==> src/rtl/host_ctrl_regs.sv <==
module host_ctrl_regs #(
  parameter int ADDR_W      = 4,
  parameter int DATA_W      = 8,
  parameter int SYNC_STAGES = 2
) (
  input  logic              clk,
  input  logic              rst_n,
  input  logic [ADDR_W-1:0] bus_addr,
  input  logic [DATA_W-1:0] bus_wdata,
  input  logic              bus_wr,
  input  logic              bus_rd,
  output logic [DATA_W-1:0] bus_rdata,
  input  logic              xfer_to_board_done,
  input  logic              xfer_from_board_done,
  input  logic              host_err_n,
  output logic              host_reset_n,
  output logic              host_analyse_n,
  output logic              irq
);
  localparam int NSRC = 3;
  localparam logic [ADDR_W-1:0] A_RST = ADDR_W'(0);
  localparam logic [ADDR_W-1:0] A_ANA = ADDR_W'(1);
  localparam logic [ADDR_W-1:0] A_EN  = ADDR_W'(2);
  localparam logic [ADDR_W-1:0] A_STS = ADDR_W'(3);

  logic [SYNC_STAGES-1:0] err_sync;
  logic                   err_prev_n;
  logic                   rst_latch, ana_latch;
  logic [NSRC-1:0]        int_en, int_sts;
  logic [DATA_W-1:0]      rd_val;

  wire err_lvl_n = err_sync[SYNC_STAGES-1];
  wire err_fall  = err_prev_n & ~err_lvl_n;
  wire wr_rst    = bus_wr && bus_addr == A_RST;
  wire wr_ana    = bus_wr && bus_addr == A_ANA;
  wire wr_en     = bus_wr && bus_addr == A_EN;
  wire wr_sts    = bus_wr && bus_addr == A_STS;

  wire [NSRC-1:0] sts_set = {err_fall, xfer_from_board_done, xfer_to_board_done};
  wire [NSRC-1:0] sts_clr = wr_sts ? bus_wdata[NSRC-1:0] : '0;

  always_ff @(posedge clk or negedge rst_n) begin
    if (!rst_n) begin
      err_sync   <= '1;
      err_prev_n <= 1'b1;
    end else begin
      err_sync   <= {err_sync[SYNC_STAGES-2:0], host_err_n};
      err_prev_n <= err_lvl_n;
    end
  end

  always_ff @(posedge clk or negedge rst_n) begin
    if (!rst_n) begin
      rst_latch <= 1'b1;
      ana_latch <= 1'b0;
      int_en    <= '0;
      int_sts   <= '0;
    end else begin
      if (wr_rst) rst_latch <= bus_wdata[0];
      if (wr_ana) ana_latch <= bus_wdata[0];
      if (wr_en)  int_en    <= bus_wdata[NSRC-1:0];
      int_sts <= (int_sts & ~sts_clr) | sts_set;
    end
  end

  always_comb begin
    rd_val = '0;
    case (bus_addr)
      A_RST:   rd_val[0] = ~err_lvl_n;
      A_EN:    rd_val[NSRC-1:0] = int_en;
      A_STS:   rd_val[NSRC-1:0] = int_sts;
      default: rd_val = '0;
    endcase
  end

  always_ff @(posedge clk or negedge rst_n) begin
    if (!rst_n)      bus_rdata <= '0;
    else if (bus_rd) bus_rdata <= rd_val;
  end

  assign host_reset_n   = ~rst_latch;
  assign host_analyse_n = ~ana_latch;
  assign irq            = |(int_sts & int_en);

  a_r2_reset_follows_write: assert property (@(posedge clk) disable iff (!rst_n)
    wr_rst |=> host_reset_n == !$past(bus_wdata[0]));
  a_r3_analyse_follows_write: assert property (@(posedge clk) disable iff (!rst_n)
    wr_ana |=> host_analyse_n == !$past(bus_wdata[0]));
  a_r6_status_sticky: assert property (@(posedge clk) disable iff (!rst_n)
    (int_sts[0] && !wr_sts) |=> int_sts[0]);
  a_r7_w1c_clears: assert property (@(posedge clk) disable iff (!rst_n)
    (wr_sts && bus_wdata[1] && !xfer_from_board_done) |=> !int_sts[1]);
  a_r8_error_edge_sets: assert property (@(posedge clk) disable iff (!rst_n)
    $fell(err_lvl_n) |=> int_sts[2]);
  a_r10_unused_write_inert: assert property (@(posedge clk) disable iff (!rst_n)
    (bus_wr && bus_addr > A_STS) |=> ($stable(int_en) && $stable(host_reset_n) && $stable(host_analyse_n)));
endmodule

==> config.mk <==
export PLATFORM = sky130hd
export DESIGN_NAME = host_ctrl_regs
export DESIGN_NICKNAME = d
export VERILOG_FILES = /design/src/rtl/host_ctrl_regs.sv
export SDC_FILE = /design/constraint.sdc
export NUM_CORES = 1
export LEC_CHECK = 0
export BUFFER_PORTS_ARGS = -buffer_cell sky130_fd_sc_hd__buf_2
export CAP_MARGIN = 30
export CORE_MARGIN = 1
export CORE_UTILIZATION = 44
export CTS_BUF_LIST = sky130_fd_sc_hd__clkbuf_4
export CTS_CLUSTER_DIAMETER = 80
export DETAILED_ROUTE_END_ITERATION = 7
export PLACE_DENSITY = 0.75
export SYNTH_ARGS = -nofsm -noshare
export SYNTH_HDL_FRONTEND = slang
export SYNTH_SLANG_ARGS = --single-unit
==> constraint.sdc <==
create_clock -name clk -period 1.98 [get_ports clk]
set_input_delay 0 -clock clk [delete_from_list [all_inputs] [get_ports clk]]
set_output_delay 0 -clock clk [all_outputs]
set_load 0.02 [all_outputs]
### Word-level counts from Yosys, hierarchy flattened

Cells that the tools add are included.
W data, S select, Z words.

| cells by class | value |
|---|---|
| bitwise logic cells | 8 |
| multiplexer cells | 3 |
| equality and inequality tests | 3 |
| reduce and logical (&&, ||, !) cells | 6 |

Operator list:

| operator | number |
|---|---|
| $eq A4 B2 Y1 const B | 2 |
| $and A3 B3 Y3 | 2 |
| $eq A4 B1 Y1 const B | 1 |
| $logic_and A1 B1 Y1 | 4 |
| $logic_not A4 Y1 | 1 |
| $pmux W2 S2 | 1 |
| $mux W3 | 1 |
| $not A1 Y1 | 3 |
| $not A3 Y3 | 1 |
| $or A3 B3 Y3 | 1 |
| $pmux W1 S3 | 1 |
| $reduce_or A3 Y1 | 1 |
| $and A1 B1 Y1 | 1 |

| word-level totals | value |
|---|---|
| input bits | 19 |
| word-level logic and storage cells | 27 |
| output and inout port bits | 11 |
| flip-flop bits (word level) | 14 |

### Depth between registers and ports, before layout

Gate-level depths: netlist (run 1).

| logic depth | value |
|---|---|
| depth after elaboration | 6 |
| gate-level depth with buffers | 4 |
| mapped depth without buffers | 3 |

### Worst setup path after synthesis (run 1)

No wires, ideal clock.

| timing | value |
|---|---|
| path type | input -> register |
| start point | input port bus_addr[2] |
| end point | register int_en[0] |
| path slack | 1.047 ns |
| arrival time | 0.808 ns |
| required time | 1.855 ns |
| cell stages on the path | 3 |
| path buffers | 0 |
| cells stage by stage | and4bb_4 > nor2b_4 > mux2_2 |

| between the ends | value |
|---|---|
| longest elaborated chain between the ends | 2 |

Ends and longest elaborated chain:

| element | line | text |
|---|---|---|
| start, declared | 8 | `input logic [ADDR_W-1:0] bus_addr,` |
| $eq A4 B2 Y1 | 36 | `wire wr_en = bus_wr && bus_addr == A_EN;` |
| $logic_and A1 B1 Y1 | 36 |  |
| end signal, assigned | 61 | `if (wr_en) int_en <= bus_wdata[NSRC-1:0];` |
| end, declared | 29 | `logic [NSRC-1:0] int_en, int_sts;` |

Every way passes these cells.
A chain may end at the register's enable or synchronous reset.

### Worst setup path after layout (run 1)

| timing | value |
|---|---|
| start point | register int_en[1] |
| end point | output port irq |

| between the ends | value |
|---|---|
| longest elaborated chain between the ends | 2 |

Ends and longest elaborated chain:

| element | line | text |
|---|---|---|
| $and A3 B3 Y3 | 83 | `assign irq = \|(int_sts & int_en);` |
| $reduce_or A3 Y1 | 83 |  |
| end, declared | 18 | `output logic irq` |

Every way passes these cells.

==> impl_metrics.json, run 1 <==
{
  "ys_seq_elements": 14,
  "fill_cells": 119,
  "min_period_over_period_pct": 63.21,
  "numPortBuffers": 19,
  "synth_edf_count": 0,
  "path_class": "reg -> out",
  "drtIter0Drc": 2,
  "wl_per_cell_um": 12.21,
  "rsz0062_at_grt": "false",
  "grt_pass1_wl_um": 1973,
  "worstReg2RegEnd": "bus_rdata[2]",
  "io-pin-count": 30,
  "vdd_drop_max_mv": 0.6977,
  "ctsRootBufferMaster": "clkbuf_4",
  "multi_input_area_um2": 259.0,
  "drive_gt1_share_pct": 43.53,
  "clkTransAtPathRegs_ns": 0.08,
  "synth_common_cells": "dfrtp_1, inv_1, mux2_2",
  "finalNetCount": 105,
  "placementRows": 13,
  "required_ns": 1.98,
  "ys.flop_type": "dfrtp_1",
  "p_clk_share_pct": 24.6,
  "die_width_um": 41.04,
  "ys_top_cells_by_area": "dfrtp_1, dfstp_2, mux2_2",
  "place_hpwl_um": 868.3,
  "cts_sinks": 14,
  "grt_antenna_before_repair": 0,
  "cp-start-kind": "register",
  "finalSetupTns_ns": 0,
  "yosysMostFrequentCell": "dfrtp_1",
  "hold_depth": 3,
  "grt_overflow_total": 0,
  "timing.final.ws_setup_ns": 0.7284,
  "num_vias": 493,
  "ys_warn_count": 0,
  "gp_congestion": 0.7616,
  "end_kind": "output port",
  "hold_end": "bus_rdata[1]",
  "start_util_pct": 49.08,
  "drc": 0,
  "rr_worst_depth": 3,
  "seq_area_frac_synth_pct": 52.99,
  "antennaDiodeCount": 0,
  "cts_inserted_buffers": 3,
  "cts_tree": "built",
  "seqPwrFrac_pct": 52.8,
  "clock_latency_ns": 0.28,
  "ff_latch_area_um2": 355.3,
  "min_from": "bus_addr[1]",
  "syn_area_per_cell_um2": 11.98,
  "p_leak_nw": 0.3934,
  "ant_nets": 0,
  "power.switching_w": 0.0001815,
  "combinationalPowerShare_pct": 22.6,
  "reg2reg_slack_ns": 1.01,
  "netlist_instances": 56,
  "grt_pass1_vias": 475,
  "p_int_w": 0.0004662,
  "fmax_ghz": 0.7990,
  "min_period_ns": 1.252,
  "vias_per_cell": 4.930,
  "cp.arrival_ns": 1.25,
  "switching_share_pct": 28.02,
  "yosysTopAreaCell": "dfrtp_1",
  "htree_levels": 1,
  "die-area_mm2": 0.001684,
  "grt_max_degree": 15,
  "cap_violations": 0,
  "hp-class": "in -> reg",
  "totalWireLength_um": 1221,
  "async_flop_share_pct": 100.0,
  "cts_buffer_depth": 2,
  "synthDistinctLibCells": 21,
  "synth.top_cell.area_share_pct": 37.31,
  "netlist_area_um2": 670.6,
  "fin_skew_ns": 0.002306,
  "dieHeight_um": 41.04,
  "cts_setup_buffers": 0,
  "place_ws_ns": 0.8973,
  "hold_viol_final": 0,
  "synthToLayoutAreaGrowth_pct": 28.36,
  "maxSlewViolCount": 0,
  "setup_viol": 0,
  "status": "finished, final reports clean",
  "worstReg2RegStart": "int_sts[2]",
  "power.density_mw_per_mm2": 752.4,
  "cp_max_fo": 3,
  "grt_util_all_layers_pct": 19.13,
  "core_mm2": 0.001366,
  "drtPass1Iterations": 4
}
-- layout make-up --
class | count | area share, %
Inverter | 7 | 3.052
Multi-Input combinational cell | 33 | 30.09
Clock inverter | 1 | 0.4360
Tap cell | 15 | 2.180
Clock buffer | 3 | 2.616
Timing Repair Buffer | 27 | 20.35
Sequential cell | 14 | 41.28
-- how the worst max path moves through the flow --
stage | slack, ns | start | depth (start not counted) | end
2_1_floorplan | 1.05 | bus_addr[2] | 3 | int_en[0]
3_3_place_gp | 0.89 | bus_addr[2] | 4 | int_en[0]
3_5_place_dp | 0.90 | bus_addr[2] | 4 | int_en[0]
4_1_cts | 0.72 | int_en[1] | 3 | irq
5_1_grt | 0.66 | int_en[1] | 3 | irq
6_report | 0.73 | int_en[1] | 3 | irq
-- flip-flops by register name, summed over array words and instances, names as in the netlist --
signal	cells
int_sts	3
err_prev_n	1
err_sync	2
ana_latch	1
bus_rdata	3
rst_latch	1
int_en	3
-- layout by cell type (no fill, tap or decap), types with 2 or more instances in the layout --
master         Yosys  final
buf_2              0     19
dfrtp_1           10     10
dlygate4sd3_1      0      8
inv_1              7      7
mux2_2             7      7
conb_1             1      5
dfstp_2            4      4
nand3_1            3      3
clkbuf_4           0      3
a21o_1             2      2
nor2_1             2      2
nand4_1            2      2
o21ai_0            2      2
-- power by group through the flow --
stage | sequential, W | clock, W | combinational (W)
finish | 0.000342 | 0.000159 | 0.000147
global route | 0.000346 | 0.000188 | 0.000161
CTS | 0.000342 | 0.000169 | 0.000148
detailed placement | 0.000348 | 0 | 0.000135
global placement | 0.000346 | 0 | 0.000132
floorplan | 0.000346 | 0 | 0.0000928
-- per-layer routing --
layer  vias to the layer above  track usage (%)  part of all wire (%)
li1                        244                -                     -
met1                       230            20.41                    41
met2                        17            32.81                    51
met3                         2            9.783                   6.4
met4                         0            5.000                  0.57
met5                         -                0                     0
-- worst max-delay path: stages (launching register included) --
cell	delay (ns)
dfrtp_1	0.40
a222oi_1	0.34
inv_1	0.07
buf_2	0.16
-- kinds of logic after synthesis --
family                 Yosys count  synth area share, %
and+or+nand+nor                 12                13.99
muxes                            8                13.25
buffers and inverters           13                10.63
other                            1               0.5592
AOI/OAI and AO/OA                8                8.583
DFF                             14                52.98
-- metrics by stage --
step           cell area (um^2)  utilization [%]  instances  total power [W]  hold WS (ns)
6_report                  860.8            63.00        100        0.0006477       0.03752
5_1_grt                   860.8            63.00        100        0.0006950       0.06303
4_1_cts                   860.8            63.00        100        0.0006596       0.03341
3_5_place_dp              754.5            55.22         88        0.0004831      -0.08564
3_3_place_gp              754.5            55.22         88        0.0004776      -0.09131
2_1_floorplan             685.7                -         60        0.0004389       -0.2956
-- what timing repair did --
action / 4_1_cts / 5_1_grt
hold buffers: 8 / 0
resized for setup: 0 / 0
endpoints found under the hold margin: 25 / 0
Power figures use the tool's default switching activity.
==> inputs of run 2 (changes only) <==
- CORE_UTILIZATION: 44 -> 42
- clock period: 1.98 -> 1 ns (I/O delays scaled with it)
==> run 2 against run 1 <==
Net effect:
- the run now ends with setup timing left
- critical path type unchanged
- clock-buffer cell count is the same
- critical endpoint unchanged
- sequential cell count is the same
- combinational power grew 130%
- cell area grew 5.4%
==> impl_metrics.json, run 2 (synthesis results as in run 1) <==
{
  "start_util_pct": 44.52,
  "rsz0062_at_grt": "true",
  "p_int_w": 0.0009567,
  "cts_inserted_buffers": 3,
  "power.density_mw_per_mm2": 1475,
  "power.switching_w": 0.0003811,
  "min_period_ns": 1.266,
  "ctsRootBufferMaster": "clkbuf_4",
  "status": "complete, but fails checks",
  "io-pin-count": 30,
  "place_hpwl_um": 952.2,
  "p_clk_share_pct": 23.9,
  "drc": 0,
  "cp.arrival_ns": 1.27,
  "drtPass1Iterations": 4,
  "maxSlewViolCount": 0,
  "power_w": 0.001338,
  "grt_max_degree": 15,
  "seqPwrFrac_pct": 50.9,
  "vias_per_cell": 5.038,
  "switching_share_pct": 28.49,
  "ant_nets": 0,
  "synthToLayoutAreaGrowth_pct": 35.26,
  "antennaDiodeCount": 0,
  "violations": "setup timing",
  "clock_latency_ns": 0.27,
  "fill_cells": 136,
  "fin_skew_ns": 0.0005020,
  "grt_pass1_vias": 542,
  "layout_commonest_cell": "buf_2",
  "path_class": "reg -> out",
  "end_kind": "output port",
  "vdd_drop_max_mv": 0.7896,
  "gp_congestion": 0.7897,
  "post-route-cell-area_um2": 907.1,
  "finalNetCount": 110,
  "cp-start-kind": "register",
  "dpl_cell_area_um2": 778.2,
  "hold_viol_final": 0,
  "cp_max_fo": 2,
  "cap_violations": 0,
  "min_period_over_period_pct": 126.6,
  "final_cell_mix": "buf_2, dfrtp_1, dlygate4sd3_1",
  "required_ns": 1.00,
  "cts_sinks": 14,
  "totalWireLength_um": 1353,
  "cts_buffer_depth": 2,
  "placementRows": 14,
  "die-area_mm2": 0.001761,
  "drive_gt1_share_pct": 48.89,
  "numPortBuffers": 19,
  "grt_util_all_layers_pct": 16.70,
  "core_mm2": 0.001506,
  "grt_antenna_before_repair": 0,
  "fin_util_pct": 60.22,
  "grt_overflow_total": 0,
  "reg.largest.list": "bus_rdata x3, int_en x3, int_sts x3",
  "finalNonFillerCells": 106,
  "num_vias": 534,
  "die_width_um": 41.96,
  "timing.final.ws_setup_ns": -0.2661,
  "combinationalPowerShare_pct": 25.2,
  "cts_tree": "built",
  "grt_pass1_wl_um": 2221,
  "dieHeight_um": 41.96,
  "wl_per_cell_um": 12.76,
  "setup_viol": 2,
  "p_leak_nw": 0.4250,
  "fmax_ghz": 0.7898,
  "drtIter0Drc": 13,
  "clkTransAtPathRegs_ns": 0.08,
  "finalSetupTns_ns": -0.2961,
  "numPlacedInstances": 92,
  "hp-class": "in -> reg",
  "htree_levels": 1
}
==> run 2: power by group through the flow <==
stage	Clock, W	Combinational [W]	Sequential (W)
floorplan	0	0.000184	0.000685
global placement	0	0.000269	0.000687
detailed placement	0	0.000275	0.000689
CTS	0.000334	0.000319	0.000677
global route	0.000349	0.000364	0.000684
finish	0.000320	0.000337	0.000681
==> run 2: cell type report <==
cell class	count	area, um^2	share of cell area (%)
Tap cell	16	20.02	2.207
Multi-Input combinational cell	33	262.8	28.97
Sequential cell	14	355.3	39.17
Inverter	7	26.28	2.897
Clock inverter	1	3.754	0.4138
Clock buffer	3	22.52	2.483
Timing Repair Buffer	32	216.5	23.86
==> run 2: stage by stage <==
| step | hold WS, ns | setup slack, ns |
|---|---|---|
| final | 0.01564 | -0.2661 |
| after global routing | 0.01975 | -0.3041 |
| after CTS | 0.004333 | -0.2603 |
| after detailed placement | -0.09486 | -0.05732 |
| after global placement | -0.09537 | -0.03356 |
| after floorplan | -0.2956 | 0.06743 |
==> run 2: worst max-delay path, cell delays in order, from the launching register on <==
cell	delay, ns
dfrtp_1	0.40
a222oi_1	0.36
inv_1	0.07
buf_2	0.16
==> run 2: routing by layer <==
layer | vias up | share of wire, % | global-route usage, %
met5 | - | 0 | 0
met4 | 0 | 0 | 7.742
met3 | 0 | 5.2 | 3.043
met2 | 24 | 49 | 27.81
met1 | 256 | 46 | 20.85
li1 | 254 | - | -
==> run 2: worst paths after layout <==
check                              from            to  slack [ns]  cells after the start
min in group asynchronous         rst_n     int_en[1]        0.13                      2
min reg2reg                 err_sync[0]   err_sync[1]        0.36                      0
min                        bus_wdata[0]     ana_latch        0.02                      2
max reg2reg                   int_en[1]  bus_rdata[1]       -0.03                      4
max                           int_en[1]           irq       -0.27                      3
max in group asynchronous         rst_n     rst_latch        0.58                      2
==> run 2: what timing repair did <==
item | 4_1_cts | 5_1_grt
hold buffers | 7 | 0
endpoints found under the hold margin | 22 | 0
pin swaps | 2 | 1
endpoints found under the setup margin | 1 | 5
gates resized for setup | 2 | 4
setup buffers | 2 | 1
